--- src/rtl/uart_irq_pkg.sv ---
package uart_irq_pkg;
  localparam int SRC_W  = 3;
  localparam int N_SRC  = 4;
  // source index order is the priority order, index 0 highest
  localparam int IDX_LS  = 0;
  localparam int IDX_RDA = 1;
  localparam int IDX_TO  = 2;
  localparam int IDX_TX  = 3;

  localparam logic [SRC_W-1:0] CODE_NONE = 3'b000;
  localparam logic [SRC_W-1:0] CODE_LS   = 3'b011;
  localparam logic [SRC_W-1:0] CODE_RDA  = 3'b010;
  localparam logic [SRC_W-1:0] CODE_TO   = 3'b110;
  localparam logic [SRC_W-1:0] CODE_TX   = 3'b001;

  function automatic logic [SRC_W-1:0] code_of(input int idx);
    case (idx)
      IDX_LS:  code_of = CODE_LS;
      IDX_RDA: code_of = CODE_RDA;
      IDX_TO:  code_of = CODE_TO;
      IDX_TX:  code_of = CODE_TX;
      default: code_of = CODE_NONE;
    endcase
  endfunction
endpackage

--- src/rtl/uart_irq_tx_latch.sv ---
module uart_irq_tx_latch (
  input  logic clk,
  input  logic rst,
  input  logic set_i,
  input  logic wr_clr_i,
  input  logic rd_i,
  input  logic reported_i,
  output logic pend_o
);
  logic clr;
  assign clr = wr_clr_i | (rd_i & reported_i);

  // a new event outranks a clear in the same cycle
  always_ff @(posedge clk) begin
    if (rst)        pend_o <= 1'b0;
    else if (set_i) pend_o <= 1'b1;
    else if (clr)   pend_o <= 1'b0;
  end
endmodule

--- src/rtl/uart_irq_prio_enc.sv ---
module uart_irq_prio_enc
  import uart_irq_pkg::*;
#(
  parameter int NUM = N_SRC
) (
  input  logic [NUM-1:0]   req_i,
  output logic             any_o,
  output logic [SRC_W-1:0] code_o
);
  always_comb begin
    code_o = CODE_NONE;
    // walk from lowest to highest rank so the highest active one remains
    for (int i = NUM - 1; i >= 0; i--) begin
      if (req_i[i]) code_o = code_of(i);
    end
  end
  assign any_o = |req_i;
endmodule

--- src/rtl/uart_irq_id.sv ---
module uart_irq_id
  import uart_irq_pkg::*;
(
  input  logic             clk,
  input  logic             rst,
  input  logic             ls_req_i,
  input  logic             rda_req_i,
  input  logic             to_req_i,
  input  logic             tx_set_i,
  input  logic             ls_en_i,
  input  logic             rx_en_i,
  input  logic             tx_en_i,
  input  logic             id_rd_i,
  input  logic             thr_wr_i,
  output logic             no_pend_o,
  output logic [SRC_W-1:0] src_o,
  output logic             irq_o
);
  logic             tx_pend;
  logic             tx_reported;
  logic [N_SRC-1:0] masked;
  logic             any_req;
  logic [SRC_W-1:0] code_nxt;

  assign tx_reported = (src_o == CODE_TX) && !no_pend_o;

  uart_irq_tx_latch u_tx (
    .clk        (clk),
    .rst        (rst),
    .set_i      (tx_set_i),
    .wr_clr_i   (thr_wr_i),
    .rd_i       (id_rd_i),
    .reported_i (tx_reported),
    .pend_o     (tx_pend)
  );

  always_comb begin
    masked          = '0;
    masked[IDX_LS]  = ls_req_i  & ls_en_i;
    masked[IDX_RDA] = rda_req_i & rx_en_i;
    masked[IDX_TO]  = to_req_i  & rx_en_i;
    masked[IDX_TX]  = tx_pend   & tx_en_i;
  end

  uart_irq_prio_enc #(.NUM(N_SRC)) u_enc (
    .req_i  (masked),
    .any_o  (any_req),
    .code_o (code_nxt)
  );

  always_ff @(posedge clk) begin
    if (rst) begin
      no_pend_o <= 1'b1;
      src_o     <= CODE_NONE;
      irq_o     <= 1'b0;
    end else begin
      no_pend_o <= !any_req;
      src_o     <= code_nxt;
      irq_o     <= any_req;
    end
  end
endmodule

--- config.mk ---
export PLATFORM = sky130hd
export DESIGN_NAME = uart_irq_id
export DESIGN_NICKNAME = d
export VERILOG_FILES = /design/src/rtl/uart_irq_pkg.sv /design/src/rtl/uart_irq_tx_latch.sv /design/src/rtl/uart_irq_prio_enc.sv /design/src/rtl/uart_irq_id.sv
export SDC_FILE = /design/constraint.sdc
export NUM_CORES = 1
export LEC_CHECK = 0
export ABC_CLOCK_PERIOD_IN_PS = 900
export BUFFER_PORTS_ARGS = -buffer_cell sky130_fd_sc_hd__buf_2
export CORE_AREA = 2 2 39 41
export DETAILED_ROUTE_END_ITERATION = 12
export DIE_AREA = 0 0 41 43
export GPL_ROUTABILITY_DRIVEN = 0
export SLEW_MARGIN = 20
export SYNTH_ARGS = -nofsm -noshare
export SYNTH_HDL_FRONTEND = slang
export SYNTH_SLANG_ARGS = --single-unit
export TNS_END_PERCENT = 20
--- constraint.sdc ---
create_clock -name clk -period 0.9 [get_ports clk]
set_input_delay 0.045 -clock clk [delete_from_list [all_inputs] [get_ports clk]]
set_output_delay 0.045 -clock clk [all_outputs]
set_load 0.05 [all_outputs]
Word-level counts from Yosys, hierarchy flattened. Cells that the tools add are included. Widths: inputs -> output; s select.

Bits in registers: 6. Input bits: 11. Output and inout port bits: 5.

Eq/ne operators: 1. Muxes and demuxes: 6. Bitwise operators: 6. Reductions and logical operators: 6.

Operator list (count): $and 1x1->1 (5); $mux 2 (2); $reduce_or 4->1 (1); $eq 3x1->1 const B (1); $mux 1 (3); $mux 3 (1); $reduce_or 3->1 (1); $logic_not 1->1 (2); $reduce_bool 2->1 (1); $logic_and 1x1->1 (1); $or 1x1->1 (1).

Logic depth before layout (Yosys ltp).
Depth in word-level cells: 6. Depth in mapped cells: 3. Mapped depth without buffers: 3.

By module. From an unflattened synthesis, not the netlist that was laid out.

Cells, all modules: 25. Area, all modules: 245.2 sq um.

Modules (own cells, without submodules): uart_irq_id (times used 1, cells an instance 15, area each 171.4 sq um, seq. area each 100.1 sq um); uart_irq_tx_latch (times used 1, cells an instance 5, area each 37.5 sq um, seq. area each 20.0 sq um); uart_irq_prio_enc (times used 1, cells an instance 5, area each 36.3 sq um, seq. area each 0.0 sq um).

Worst setup path after synthesis. OpenSTA, ideal clock, no wires.

Kind: reg-to-reg. Start: register src_o[0]. End: register u_tx.pend_o. Setup time: 119 ps. Arrival: 935 ps. Data required time: 781 ps. Slack: -154 ps. Stages on the path, launching flop included: 4. Clock period less this slack: 1054 ps. Path through: dfxtp_1 > nand4bb_1 > nor3_1 > nor3_1.

Cells in the longest elaborated chain, start to end: 5.

RTL lines: from (decl) (RTL line uart_irq_id.sv:16) `output logic [SRC_W-1:0] src_o,`; from (signal assigned) (RTL line uart_irq_id.sv:58) `src_o <= code_nxt;`; $eq 3x1->1 (RTL line uart_irq_id.sv:25) `assign tx_reported = (src_o == CODE_TX) && !no_pend_o;`; $logic_and 1x1->1 (RTL line uart_irq_id.sv:25); $and 1x1->1 (RTL line uart_irq_tx_latch.sv:11) `assign clr = wr_clr_i | (rd_i & reported_i);`; $or 1x1->1 (RTL line uart_irq_tx_latch.sv:11); $reduce_bool 2->1 (no line); to (signal assigned) (RTL line uart_irq_tx_latch.sv:15) `if (rst) pend_o <= 1'b0;`; to (signal assigned) (RTL line uart_irq_tx_latch.sv:16) `else if (set_i) pend_o <= 1'b1;`; to (signal assigned) (RTL line uart_irq_tx_latch.sv:17) `else if (clr) pend_o <= 1'b0;`; to (decl) (RTL line uart_irq_tx_latch.sv:8) `output logic pend_o`.

No other way between the ends. A chain may end at the register's enable or synchronous reset.

Final worst setup path.
Start: register src_o[1]. End: output port src_o[1].

No word-level cell between the ends.

==> results summary <==
CTS built an H-tree with a depth of 1. In this run the worst hold path is classified as input port to register. The count of yosys warnings during synthesis came out at 0. Setup repair after global routing left no endpoint under its margin. The flow ran to the end, and the final reports show no timing, DRC or antenna violations. The die boundary height is 43 um.

Setup violations remaining at the end of the flow were counted as 0. For this run, the slowest stage of the critical path takes 320 ps. The number of antenna violations at the first check in global routing is 0.

STA classifies the critical path endpoint as an output pin. The largest net degree at the start of global routing is 6. The remaining routing DRC violations came out at 0. The global-route track usage on met3 is 3.14%. The die footprint is 1760 sq um. The post-CTS setup buffer count is 0. The switching part of the total power came out at 26.5%. During I/O placement, the number of pins put on the boundary was 16. The worst hold path depth is 2. The number of antenna repair diodes is 0. The final cell count without fillers is 57. The total leakage power is 0.164 nW. The global routing usage on met2 came out at 5.31%. The maximum fanout count along the critical path is 2. The core region area is 1380 sq um. The worst-case clock buffer depth is 2.

The area added between synthesis and finish came out at 68.1%. In this run the number of cells on the critical path is 1. The post-route antenna net violation count is 0.

The clock edge transition at the registers on the reported setup and hold paths came out at 40 ps. The via count of the first global-routing pass is 180. The post-route netlist has 56.1% of its cells at a drive strength greater than 1.

The power share of the combinational group came out at 18.5%. The count of state elements after synthesis came out at 6. The count of buffer and inverter cells on the critical path came out at 1. The highest clock frequency the design can meet is 1.16 GHz. The synthesized netlist occupies a cell area of 204 sq um. The detailed router's first-iteration violation count came out at 1.

The cts-stage hold buffer count is 1. The count of clock tree sinks is 6. Dividing the detail-routed wire length by the instance count gives 8.39 um.

For this configuration, the core starts out at a cell density of 14.7%. The power per cell area came out at 1900 nW/um^2. STA classifies the critical path startpoint as a register.

The setup clock skew after layout is 2.17 ps. In this run, the clock network consumes 36.6% of the power. The setup check on the worst reg-to-reg path leaves a slack of 110 ps.

By startpoint and endpoint, the worst setup path is classified as register to output pin. The final hold violation count is 0. Subtracting the final worst setup slack from the clock period gives 864 ps. The net count of the finished layout is 54.

In this run the mean area of a mapped cell was 9.71 sq um. The library cell used as clock root buffer is sky130_fd_sc_hd__clkbuf_4. The highest ir drop seen on vdd came out at 0.359 mV. The final setup TNS came out at 0 ps.

For the worst setup path, the data required time is 850 ps. Once routing completed, OpenROAD measured the worst setup slack at 36.2 ps. Buffers inserted during clock tree synthesis total 3. The final cycle utilization of the critical path is 96.0%. The library cell used most frequently in the layout, excluding fill and tap cells, is sky130_fd_sc_hd__buf_2. The headroom to the max-slew limit came out at 83.9%. The final standard cell area without fillers came out at 343 sq um.

The power share of the sequential group came out at 44.9%. The total via count in the routed design is 222. Data arrives at the worst endpoint at 820 ps.

The switching power summed over all nets came out at 0.172 mW. The layer flagged by global routing as most heavily used is met4. For this run, global-route usage on met1 was measured as 9.06%. The total congestion overflow after global routing came out at 0. The post-route worst hold slack came out at 27.6 ps. The kind of cell with the highest combined delay along the critical path is flip-flops. The first-pass GRT wire length is 696 um. The net count after synthesis came out at 32. TritonCTS built the clock tree. The floorplan has 14 rows. The total count of max-transition violations in the final report is 0.

The clock latency of the later-clocked register in the worst-skew pair came out at 240 ps. At the pin with the least slew margin, the transition time is 238 ps. The number of placed instances, taps included is 53. For the worst flop-to-flop path, the logic depth is 3.

Traced cell by cell, the critical path runs through buf_2. The placed cell area is 310 sq um. Internal power comes to 0.478 mW.

Counting every instance in the synthesized netlist gives 21. The routed via count divided by cell count came out at 3.89. The total routed wirelength is 478 um. The share of synthesized area occupied by flip-flops and latches is 58.9%. Among all stages on the critical path, the largest delay is contributed by sky130_fd_sc_hd__dfxtp_1. The fill cell instance count of the final layout came out at 159. The count of unique library cells instantiated by Yosys is 10. The number of max-capacitance violations reported came out at 0. The post-cts resize count is 0. The number of input and output port buffers inserted is 15.

The setup slack at placement is 111 ps. For this run, the total global-route usage over all layers was measured as 7.24%. The x dimension of the die came out at 41 um.

Before antenna repair, the detailed router went through 2 iterations.
## stage by stage
step | util (%) | power (mW)
6_report | 24.8 | 0.650
3_3_place_gp | 22.4 | 0.414
5_1_grt | 24.8 | 0.682
3_5_place_dp | 22.4 | 0.415
4_1_cts | 24.8 | 0.665
2_1_floorplan | - | 0.366
## cells by family (layout without fill, tap and decap cells)
family	count (synthesis)	count (layout)	synth area share, %
simple gates	8	8	22.7
flops	6	6	58.9
compound gates	5	5	14.7
buf+inv	2	22	3.68
## layer usage
layer | up-vias | share of wire [%] | routed length [um]
met3 | 4 | 13 | 63
met5 | - | 0 | 0
met1 | 87 | 46 | 221
met2 | 17 | 31 | 149
met4 | 0 | 8.8 | 42
li1 | 114 | - | -
## Yosys cell counts (all sizes together)
cell	n	share of area [%]
nand2	3	5.5
inv	2	3.7
nand3	1	2.5
nor4b	1	4.3
o21ai	1	4.3
nand4bb	1	5.5
a21oi	3	7.4
dfxtp	6	59
nor3	2	4.9
a31oi	1	3.1
## sequential cells by signal (all words and copies together), names as in the netlist
signal       count
irq_o            1
no_pend_o        1
src_o            3
u_tx.pend_o      1
## path summary, 6_finish.rpt
path,from,endpoint
setup / recovery,src_o[1],src_o[1]
hold reg to reg,u_tx.pend_o,irq_o
hold / removal,rst,src_o[0]
setup reg to reg,no_pend_o,u_tx.pend_o
## layout make-up
class | count | area, sq um | area share (%)
flip-flops and latches | 6 | 124 | 36.1
repair buffers | 17 | 92.6 | 27.0
multi-input cells | 13 | 76.3 | 22.3
clock buffers | 3 | 22.5 | 6.57
well taps | 16 | 20.0 | 5.84
inverters | 2 | 7.51 | 2.19
## power by group through the flow
stage                     Clock [mW]  Sequential (mW)  Combinational [mW]
after floorplan                    0            0.345              0.0206
after global placement             0            0.296               0.118
after detailed placement           0            0.297               0.118
after CTS                      0.252            0.292               0.122
after global routing           0.259            0.293               0.131
final                          0.238            0.292               0.120
(Power assumes the default switching activity.)
